`config.mk`:
```
export PLATFORM = sky130hd
export DESIGN_NAME = pen_contact_filter
export DESIGN_NICKNAME = d
export VERILOG_FILES = /design/src/rtl/pen_pkg.sv /design/src/rtl/pen_dbnc_fsm.sv /design/src/rtl/pen_event_flags.sv /design/src/rtl/pen_irq_gen.sv /design/src/rtl/pen_contact_filter.sv
export SDC_FILE = /design/constraint.sdc
export NUM_CORES = 1
export LEC_CHECK = 0
export ABC_AREA = 1
export ABC_CLOCK_PERIOD_IN_PS = 2300
export BUFFER_PORTS_ARGS = -buffer_cell sky130_fd_sc_hd__buf_2
export CORE_MARGIN = 2
export CORE_UTILIZATION = 40
export CTS_BUF_LIST = sky130_fd_sc_hd__clkbuf_4
export DETAILED_ROUTE_END_ITERATION = 6
export HOLD_SLACK_MARGIN = 0.05
export SYNTH_ARGS = -nofsm -noshare
export SYNTH_HDL_FRONTEND = slang
export SYNTH_HIERARCHICAL = 1
export SYNTH_SLANG_ARGS = --single-unit
```
`constraint.sdc`:
```
create_clock -name clk -period 2.3 [get_ports clk]
set_input_delay 0.23 -clock clk [delete_from_list [all_inputs] [get_ports clk]]
set_output_delay 0.23 -clock clk [all_outputs]
set_load 0.01 [all_outputs]
```
`src/rtl/pen_pkg.sv`:
```
package pen_pkg;

    typedef enum logic [1:0] {
        ST_OPEN       = 2'd0,
        ST_QUAL_TOUCH = 2'd1,
        ST_CLOSED     = 2'd2,
        ST_QUAL_LIFT  = 2'd3
    } pen_state_e;

    localparam int IRQ_TOUCH_BIT = 0;
    localparam int IRQ_LIFT_BIT  = 1;

endpackage

```
`src/rtl/pen_dbnc_fsm.sv`:
```
module pen_dbnc_fsm
    import pen_pkg::*;
#(
    parameter int EXP_W = 4
) (
    input  logic             clk,
    input  logic             rst_n,
    input  logic             pen_raw,
    input  logic             conv_busy,
    input  logic [EXP_W-1:0] dbnc_exp,
    output logic             pen_state,
    output logic             evt_touch,
    output logic             evt_lift
);
    localparam int MAX_EXP = (1 << EXP_W) - 1;
    localparam int CNT_W   = MAX_EXP + 1;

    pen_state_e       state_q, state_n;
    logic [CNT_W-1:0] cnt_q, cnt_n;
    logic [CNT_W-1:0] last_cnt;

    assign last_cnt = (CNT_W'(1) << dbnc_exp) - CNT_W'(1);

    // state register
    always_ff @(posedge clk or negedge rst_n) begin
        if (!rst_n) begin
            state_q <= ST_OPEN;
            cnt_q   <= '0;
        end else begin
            state_q <= state_n;
            cnt_q   <= cnt_n;
        end
    end

    // next state
    always_comb begin
        state_n = state_q;
        cnt_n   = cnt_q;
        unique case (state_q)
            ST_OPEN: begin
                cnt_n = '0;
                if (!conv_busy && pen_raw) begin
                    if (last_cnt == '0) begin
                        state_n = ST_CLOSED;
                    end else begin
                        state_n = ST_QUAL_TOUCH;
                        cnt_n   = CNT_W'(1);
                    end
                end
            end
            ST_QUAL_TOUCH: begin
                if (conv_busy || !pen_raw) begin
                    state_n = ST_OPEN;
                    cnt_n   = '0;
                end else if (cnt_q >= last_cnt) begin
                    state_n = ST_CLOSED;
                    cnt_n   = '0;
                end else begin
                    cnt_n = cnt_q + CNT_W'(1);
                end
            end
            ST_CLOSED: begin
                cnt_n = '0;
                if (!conv_busy && !pen_raw) begin
                    if (last_cnt == '0) begin
                        state_n = ST_OPEN;
                    end else begin
                        state_n = ST_QUAL_LIFT;
                        cnt_n   = CNT_W'(1);
                    end
                end
            end
            ST_QUAL_LIFT: begin
                if (conv_busy || pen_raw) begin
                    state_n = ST_CLOSED;
                    cnt_n   = '0;
                end else if (cnt_q >= last_cnt) begin
                    state_n = ST_OPEN;
                    cnt_n   = '0;
                end else begin
                    cnt_n = cnt_q + CNT_W'(1);
                end
            end
            default: begin
                state_n = ST_OPEN;
                cnt_n   = '0;
            end
        endcase
    end

    // outputs
    always_comb begin
        pen_state = (state_q == ST_CLOSED) || (state_q == ST_QUAL_LIFT);
        evt_touch = (state_n == ST_CLOSED) &&
                    ((state_q == ST_OPEN) || (state_q == ST_QUAL_TOUCH));
        evt_lift  = (state_n == ST_OPEN) &&
                    ((state_q == ST_CLOSED) || (state_q == ST_QUAL_LIFT));
    end

    // busy freezes the filtered state
    assert_busy_freeze_R5: assert property (@(posedge clk) disable iff (!rst_n)
        conv_busy |=> $stable(pen_state));

    // settled states always hold a cleared count
    assert_settled_cnt_zero_R4: assert property (@(posedge clk) disable iff (!rst_n)
        ((state_q == ST_OPEN) || (state_q == ST_CLOSED)) |-> (cnt_q == '0));

    // a busy cycle restarts counting
    assert_busy_restart_R5: assert property (@(posedge clk) disable iff (!rst_n)
        conv_busy |=> (cnt_q == '0));

endmodule

```
`src/rtl/pen_event_flags.sv`:
```
module pen_event_flags (
    input  logic clk,
    input  logic rst_n,
    input  logic evt_touch,
    input  logic evt_lift,
    input  logic stat_rd,
    output logic flag_touch,
    output logic flag_lift
);

    always_ff @(posedge clk or negedge rst_n) begin
        if (!rst_n) begin
            flag_touch <= 1'b0;
            flag_lift  <= 1'b0;
        end else if (evt_touch) begin
            flag_touch <= 1'b1;
            flag_lift  <= 1'b0;
        end else if (evt_lift) begin
            flag_touch <= 1'b0;
            flag_lift  <= 1'b1;
        end else if (stat_rd) begin
            flag_touch <= 1'b0;
            flag_lift  <= 1'b0;
        end
    end

    assert_flags_exclusive_R7: assert property (@(posedge clk) disable iff (!rst_n)
        !(flag_touch && flag_lift));

    assert_read_clears_R6: assert property (@(posedge clk) disable iff (!rst_n)
        (stat_rd && !evt_touch && !evt_lift) |=> (!flag_touch && !flag_lift));

    assert_touch_wins_R8: assert property (@(posedge clk) disable iff (!rst_n)
        evt_touch |=> (flag_touch && !flag_lift));

    assert_lift_wins_R8: assert property (@(posedge clk) disable iff (!rst_n)
        evt_lift |=> (flag_lift && !flag_touch));

    assert_sticky_R6: assert property (@(posedge clk) disable iff (!rst_n)
        (flag_touch && !stat_rd && !evt_lift) |=> flag_touch);

endmodule

```
`src/rtl/pen_irq_gen.sv`:
```
module pen_irq_gen
    import pen_pkg::*;
(
    input  logic       flag_touch,
    input  logic       flag_lift,
    input  logic [1:0] irq_en,
    output logic       irq
);

    always_comb begin
        irq = (flag_touch && irq_en[IRQ_TOUCH_BIT]) ||
              (flag_lift  && irq_en[IRQ_LIFT_BIT]);
    end

endmodule

```
`src/rtl/pen_contact_filter.sv`:
```
module pen_contact_filter #(
    parameter int EXP_W = 4
) (
    input  logic             clk,
    input  logic             rst_n,
    input  logic             pen_raw,
    input  logic             conv_busy,
    input  logic [EXP_W-1:0] dbnc_exp,
    input  logic [1:0]       irq_en,
    input  logic             stat_rd,
    output logic             pen_state,
    output logic             flag_touch,
    output logic             flag_lift,
    output logic             irq
);

    logic evt_touch;
    logic evt_lift;

    pen_dbnc_fsm #(.EXP_W(EXP_W)) u_fsm (
        .clk       (clk),
        .rst_n     (rst_n),
        .pen_raw   (pen_raw),
        .conv_busy (conv_busy),
        .dbnc_exp  (dbnc_exp),
        .pen_state (pen_state),
        .evt_touch (evt_touch),
        .evt_lift  (evt_lift)
    );

    pen_event_flags u_flags (
        .clk        (clk),
        .rst_n      (rst_n),
        .evt_touch  (evt_touch),
        .evt_lift   (evt_lift),
        .stat_rd    (stat_rd),
        .flag_touch (flag_touch),
        .flag_lift  (flag_lift)
    );

    pen_irq_gen u_irq (
        .flag_touch (flag_touch),
        .flag_lift  (flag_lift),
        .irq_en     (irq_en),
        .irq        (irq)
    );

    // filtered state only moves together with its event flag
    assert_state_rise_flag_R10: assert property (@(posedge clk) disable iff (!rst_n)
        $rose(pen_state) |-> flag_touch);

    assert_state_fall_flag_R10: assert property (@(posedge clk) disable iff (!rst_n)
        $fell(pen_state) |-> flag_lift);

endmodule

```
# --- Yosys cells after proc, flatten, opt, wreduce, memory -nomap -nowiden ---
# Index checks and enable logic that the tools add are counted.
totals:
  ff_bits: 20
  input_bits: 11
  output_inout_bits: 4
  wordCells: 50
classes:
  add_sub_neg: 2
  magnitude_cmp: 1
  n_eq_ne: 4
  shifts: 1
  muxes: 21
  reduce_logical: 17
ops:
  columns: ["op", "count"]
  rows:
  - ["two-way mux 16 bit", 5]
  - ["case mux 16 bit (4 select lines)", 1]
  - ["adder 16 x 1 -> 16 bit, second input constant", 1]
  - ["greater-or-equal comparator 16 bit", 1]
  - ["zero test 16 bit", 1]
  - ["two-way mux 2 bit", 8]
  - ["left shift 1 x 4 -> 16 bit, first input constant", 1]
  - ["subtractor 16 x 2 -> 16 bit, second input constant", 1]
  - ["case mux 2 bit (4 select lines)", 1]
  - ["equality test 2 bit, second input constant", 3]
  - ["logical AND 1 bit", 6]
  - ["two-way mux 1 bit", 6]
  - ["logical OR 1 bit", 5]
  - ["zero test 2 bit", 2]
  - ["nonzero test 3 bit", 1]
  - ["equality test 2 x 1 -> 1 bit, second input constant", 1]
  - ["zero test 1 bit", 2]

# --- Longest topological paths before layout ---
logic_depth:
  depth_word: 10
  ltp_mapped: 22
  mapped_depth_nobuf: 21

# --- Modules after synthesis ---
# The synthesis kept the hierarchy.
modules_own_cells:
  columns: ["mod", "n_inst", "cells_per_inst", "area_each_um2", "seq_area_each_um2"]
  rows:
  - ["pen_dbnc_fsm", 1, 218, 1656.6, 450.4]
  - ["pen_event_flags", 1, 8, 81.3, 50.0]
  - ["pen_irq_gen", 1, 3, 11.3, 0.0]

# --- Worst setup path before layout ---
# Ideal clock, no wire load.
synth_path:
  path_kind: "input-to-reg"
  start: "input dbnc_exp[2]"
  end: "register u_flags.flag_touch"
  setup_ns: 0.124
  arrival_ns: 2.519
  slack_ns: -0.343
  stages: 18
  n_path_buf: 1
  cell_sequence: "buf_4 -> nor2_4 -> inv_1 -> nor2_1 -> inv_1 -> ha_1 -> o211ai_1 -> o21ai_0 -> ha_1 -> nand2_1 -> o21ai_0 -> a21oi_1 -> nand3_1 -> a21oi_2 -> nand3_2 -> nand2_1 -> inv_1 -> o21bai_1"
synth_between:
  elab_cells_between_ends: 20
synth_rtl:
  columns: ["element", "line_no", "source"]
  rows:
  - ["start: declaration", "pen_contact_filter.sv:8", "input logic [EXP_W-1:0] dbnc_exp,"]
  - ["left shift 1 x 4 -> 16 bit (*)", "pen_dbnc_fsm.sv:22", "assign last_cnt = (CNT_W'(1) << dbnc_exp) - CNT_W'(1);"]
  - ["subtractor 16 x 2 -> 16 bit (*)", "pen_dbnc_fsm.sv:22", null]
  - ["greater-or-equal comparator 16 bit or zero test 16 bit (tied branches)", null, null]
  - ["two-way mux 2 bit (on tied branches) (2 in a row)", null, null]
  - ["case mux 2 bit (4 select lines) (*)", "pen_dbnc_fsm.sv:39", "unique case (state_q)"]
  - ["net u_fsm.state_n[1]", "pen_dbnc_fsm.sv:18", "pen_state_e state_q, state_n;"]
  - ["equality test 2 bit (*)", "pen_dbnc_fsm.sv:94", "evt_touch = (state_n == ST_CLOSED) &&"]
  - ["logical AND 1 bit (*)", "pen_dbnc_fsm.sv:94", null]
  - ["net evt_touch", "pen_contact_filter.sv:17", "logic evt_touch;"]
  - ["nonzero test 3 bit (no source line) or two-way mux 1 bit (tied branches)", null, null]
  - ["end signal: assignment", "pen_event_flags.sv:13", "flag_touch <= 1'b0;"]
  - ["end signal: assignment", "pen_event_flags.sv:16", "flag_touch <= 1'b1;"]
  - ["end signal: assignment", "pen_event_flags.sv:19", "flag_touch <= 1'b0;"]
  - ["end: declaration", "pen_event_flags.sv:7", "output logic flag_touch,"]
# The timed path passes the listed nets; every way through them passes the cells marked *.
# A chain may end at the register's enable or synchronous reset.

# --- Final worst setup path ---
layout_path:
  start: "input dbnc_exp[1]"
  end: "register u_flags.flag_touch"
# The elaborated chain is that of the path after synthesis.

==> PnR_summary.wiki <==
{| class="wikitable"
! Metric !! Value
|-
| Number of nets in the final layout || 299
|-
| Final critical-path share of the clock period || 100.9%
|-
| Reg-to-reg critical path startpoint || u_fsm/cnt_q[13]
|-
| Post-synthesis instance total || roughly 230
|-
| Die outline area || between 0.004 and 0.005 mm^2
|-
| CTS Root Buffer Type || sky130_fd_sc_hd__clkbuf_4
|-
| Kind of launch point of the worst setup path || input port
|-
| Remaining global-route overflow || 0
|-
| Total negative slack for setup checks || -35.02 ps
|-
| Sinks on Clock Net || 20
|-
| End-of-flow core utilization || 51.54%
|-
| Critical R2R Capture || u_flags/flag_touch
|-
| Fin cells || 320
|-
| Area of the core || between 0.004 and 0.005 mm^2
|-
| Via count of the first global-routing pass || 1487
|-
| Commonest cells after routing, fill and taps aside || 39 x sky130_fd_sc_hd__nand2_1, 26 x sky130_fd_sc_hd__inv_1, 23 x sky130_fd_sc_hd__buf_4
|-
| Maximum number of pins on one net before global-route repair || 21
|-
| Most area-hungry cell type in the Yosys netlist || sky130_fd_sc_hd__dfrtp_1
|-
| Synthesized cell area || 0.001749 mm^2
|-
| Flop2flop setup slack || 200 ps
|-
| Clock insertion delay at the later pin of the skew report || 300 ps
|-
| Worst min path class || input port to flip-flop
|-
| Async set-or-reset flop fraction in the synthesized netlist || 100.0%
|-
| DIE WIDTH || between 70 and 80 um
|-
| Total of warnings raised by yosys || 6
|-
| Fraction of the yosys area taken by sequential cells || 28.61%
|-
| Power density over the cells || 410.3 mW/mm^2
|-
| Synth top area share || 28.61%
|-
| Number of unique standard cell types used by synthesis || 35
|-
| Layout cell share with drive strength beyond 1 || between 30% and 40%
|-
| Net Count, Synth || 259
|-
| Post-synthesis area per instance || 7.638 um^2
|-
| Total cell area at the placement stage || 0.002062 mm^2
|-
| Number of vias per cell || 4.825
|-
| WHS Path Cells || 4
|-
| Boundary pin count || 15
|-
| Combined flip-flop and latch cell area || 500.5 um^2
|-
| Min Tclk post-route || 2321 ps
|-
| Starting Density || 40.73%
|-
| Violated checks || negative setup slack
|-
| Endpoints failing hold || 0
|-
| Pwr Total || 0.9082 mW
|-
| Status || finished with violations
|-
| Vertical die dimension || 70.13 um
|-
| Worst stage delay on the critical path || 260 ps
|-
| Cells after DPL || between 300 and 400
|-
| CTS H-tree lvls || 1
|-
| Startpoint of the lowest-slack hold path || stat_rd
|-
| MaxCap Viol Count || 0
|-
| GP Congestion || 0.8313
|-
| Filler Cells Inserted || 402
|-
| Multi-input combinational cell area || roughly 0.0012 mm^2
|-
| Clk buf depth || 2
|-
| Count of final setup violators || 2
|-
| Overall fraction of global-route tracks in use || 16.24%
|-
| Count of TritonRoute iterations in the first routing pass || 4
|-
| Maximum fanout along the worst path || 5
|-
| P_leak || approximately 1.1 nW
|-
| Synth-to-layout area growth || 26.54%
|-
| Final Max Tran Viols || 0
|-
| First-pass GRT wire length || 6506 um
|-
| Path type of the worst setup path || input port to flip-flop
|-
| Count of routing violations after the opening detailed-route iteration || between 60 and 70
|-
| Slack of the critical path || -20.94 ps
|-
| Slowest cell on the critical path || sky130_fd_sc_hd__ha_1
|-
| CP Data Required Time || around 2500 ps
|-
| Placement Rows || 24
|-
| Most frequent cell on the critical path || sky130_fd_sc_hd__nand2_2
|-
| End of the worst hold path || u_flags/flag_lift
|-
| DR DRC count || 0
|-
| Buffers added on ports || 14
|-
| DP Wirelength || 3062 um
|-
| Antenna-violating nets left || 0
|-
| ANT cells || 0
|-
| Depth of the worst register-to-register path || 10
|-
| Setup repair after global routing missed its margin || true
|-
| Final setup skew || ~5.9 ps
|-
| Most common library cell in the layout ignoring fill and taps || sky130_fd_sc_hd__nand2_1
|-
| Number of synthesized register bits || 20
|-
| Kind of capture point of the worst setup path || flip-flop
|-
| Detailed-route wire length per cell || 11.98 um
|-
| Total number of vias || ~1500
|-
| Number of flops mapped to enable cells by yosys || 0
|-
| Initial antenna violation count || 0
|-
| CTS tree || built
|-
| Critical Path, Cell by Cell || buf_6 -> or2_4 -> nor2_4 -> inv_2 -> ha_4 -> o2111ai_4 -> xor2_1 -> ha_1 -> nand2_2 -> a21oi_2 -> nor2_1 -> nand2_1 -> nand2_2 -> nand3_4 -> a21oi_2 -> nand3_2 -> nand2_2 -> inv_2 -> o21bai_4
|-
| Cell types occupying the most area after synthesis || sky130_fd_sc_hd__dfrtp_1 29%, sky130_fd_sc_hd__ha_1 14%, sky130_fd_sc_hd__nand2_1 9.7%
|-
| Final non-filler cell area || 0.002213 mm^2
|-
| Max Clk Rate || 430.9 MHz
|-
| Total length of routed wires || 3833 um
|-
| Most used DFF post-synth || sky130_fd_sc_hd__dfrtp_1
|-
| CTS Buf Count || 3
|-
| Clock-pin slew reported for the worst setup and hold paths after clock tree synthesis || 110 ps
|-
| Critical path arrival || 2510 ps
|-
| Maximum vdd drop || about 0.34 mV
|}
-- synth_stat cells, types with 4 or more instances --
library cell	instances
sky130_fd_sc_hd__nor3_1	4
sky130_fd_sc_hd__xnor2_1	4
sky130_fd_sc_hd__inv_1	30
sky130_fd_sc_hd__nand2_2	4
sky130_fd_sc_hd__inv_2	4
sky130_fd_sc_hd__dfrtp_1	20
sky130_fd_sc_hd__nand3_1	13
sky130_fd_sc_hd__xor2_1	4
sky130_fd_sc_hd__nand3_2	4
sky130_fd_sc_hd__a21oi_1	9
sky130_fd_sc_hd__nor2_4	4
sky130_fd_sc_hd__o21ai_0	8
sky130_fd_sc_hd__nor2_1	26
sky130_fd_sc_hd__ha_1	19
sky130_fd_sc_hd__nand2_1	45
sky130_fd_sc_hd__nor3_2	4
-- where the power goes --
part / switching, mW / leakage (nW) / internal (mW)
combinational: 0.192 / 0.804 / 0.138
sequential: 0.0310 / 0.277 / 0.378
clock: 0.107 / 0.0154 / 0.0631
-- kinds of logic after synthesis --
family	synth area share, %
adder cells (fa/ha/maj)	13.59
buffers and inverters	8.798
AO/OA/AOI/OAI	8.942
flip-flops	28.61
AND/OR/NAND/NOR	34.91
XOR/XNOR	4.935
other	0.2144
-- metrics by stage --
| stage | setup slack, ps | hold slack, ps |
|---|---|---|
| after floorplan | -162.2 | -65.59 |
| after global placement | -395.1 | 210.8 |
| after detailed placement | -378.5 | 214.2 |
| after CTS | 4.136 | 169.5 |
| after global routing | -239.2 | 182.2 |
| final | -20.94 | 184.6 |
-- timing repair --
| action | CTS | global route |
|---|---|---|
| setup endpoints to repair | 2 | 5 |
| buffers inserted | 1 | 2 |
| hold endpoints to repair | 20 | 0 |
| hold buffers | 1 | 0 |
| gates resized for setup | 8 | 14 |
| pin swaps | 12 | 16 |
-- area by class of cell --
cell class | instances | share of cell area [%]
clock inverter | 1 | 0.1696
multi-input combinational | 171 | 55.29
timing repair buffer | 39 | 12.21
clock buffer | 3 | 1.018
sequential | 20 | 22.61
inverter | 34 | 5.766
tap | 52 | 2.940
-- worst max-delay path by stage --
stage,startpoint,end,slack (ps),cells after the start
floorplan,dbnc_exp[2],u_flags/flag_touch,-160,19
global placement,dbnc_exp[0],u_flags/flag_touch,-400,18
detailed placement,dbnc_exp[0],u_flags/flag_lift,-380,18
CTS,dbnc_exp[2],u_flags/flag_touch,4,19
global route,dbnc_exp[1],u_flags/flag_lift,-240,19
finish,dbnc_exp[1],u_flags/flag_touch,-20,19
-- sequential cells by signal, indices dropped and copies added, names as in the netlist --
| name | count |
|---|---|
| u_flags/flag_touch | 1 |
| u_flags/flag_lift | 1 |
| u_fsm/cnt_q | 16 |
| u_fsm/state_q | 2 |
-- layer usage --
metal / up-vias / global-route usage (%) / wire length [um] / share of wire (%)
met5: - / 0 / 0 / 0
met4: 0 / 5.128 / 33 / 0.86
met3: 2 / 1.299 / 75 / 2.0
met2: 18 / 28.68 / 1905 / 50
met1: 702 / 21.04 / 1818 / 47
li1: 822 / - / - / -
-- worst max-delay path, delay by kind of cell --
family / cells / cell delay, ps
compound gates: 4 / 420
buf+inv: 3 / 200
simple gates: 9 / 1020
xor+xnor: 1 / 180
fa+ha+maj: 2 / 450
(Power assumes the default switching activity.)
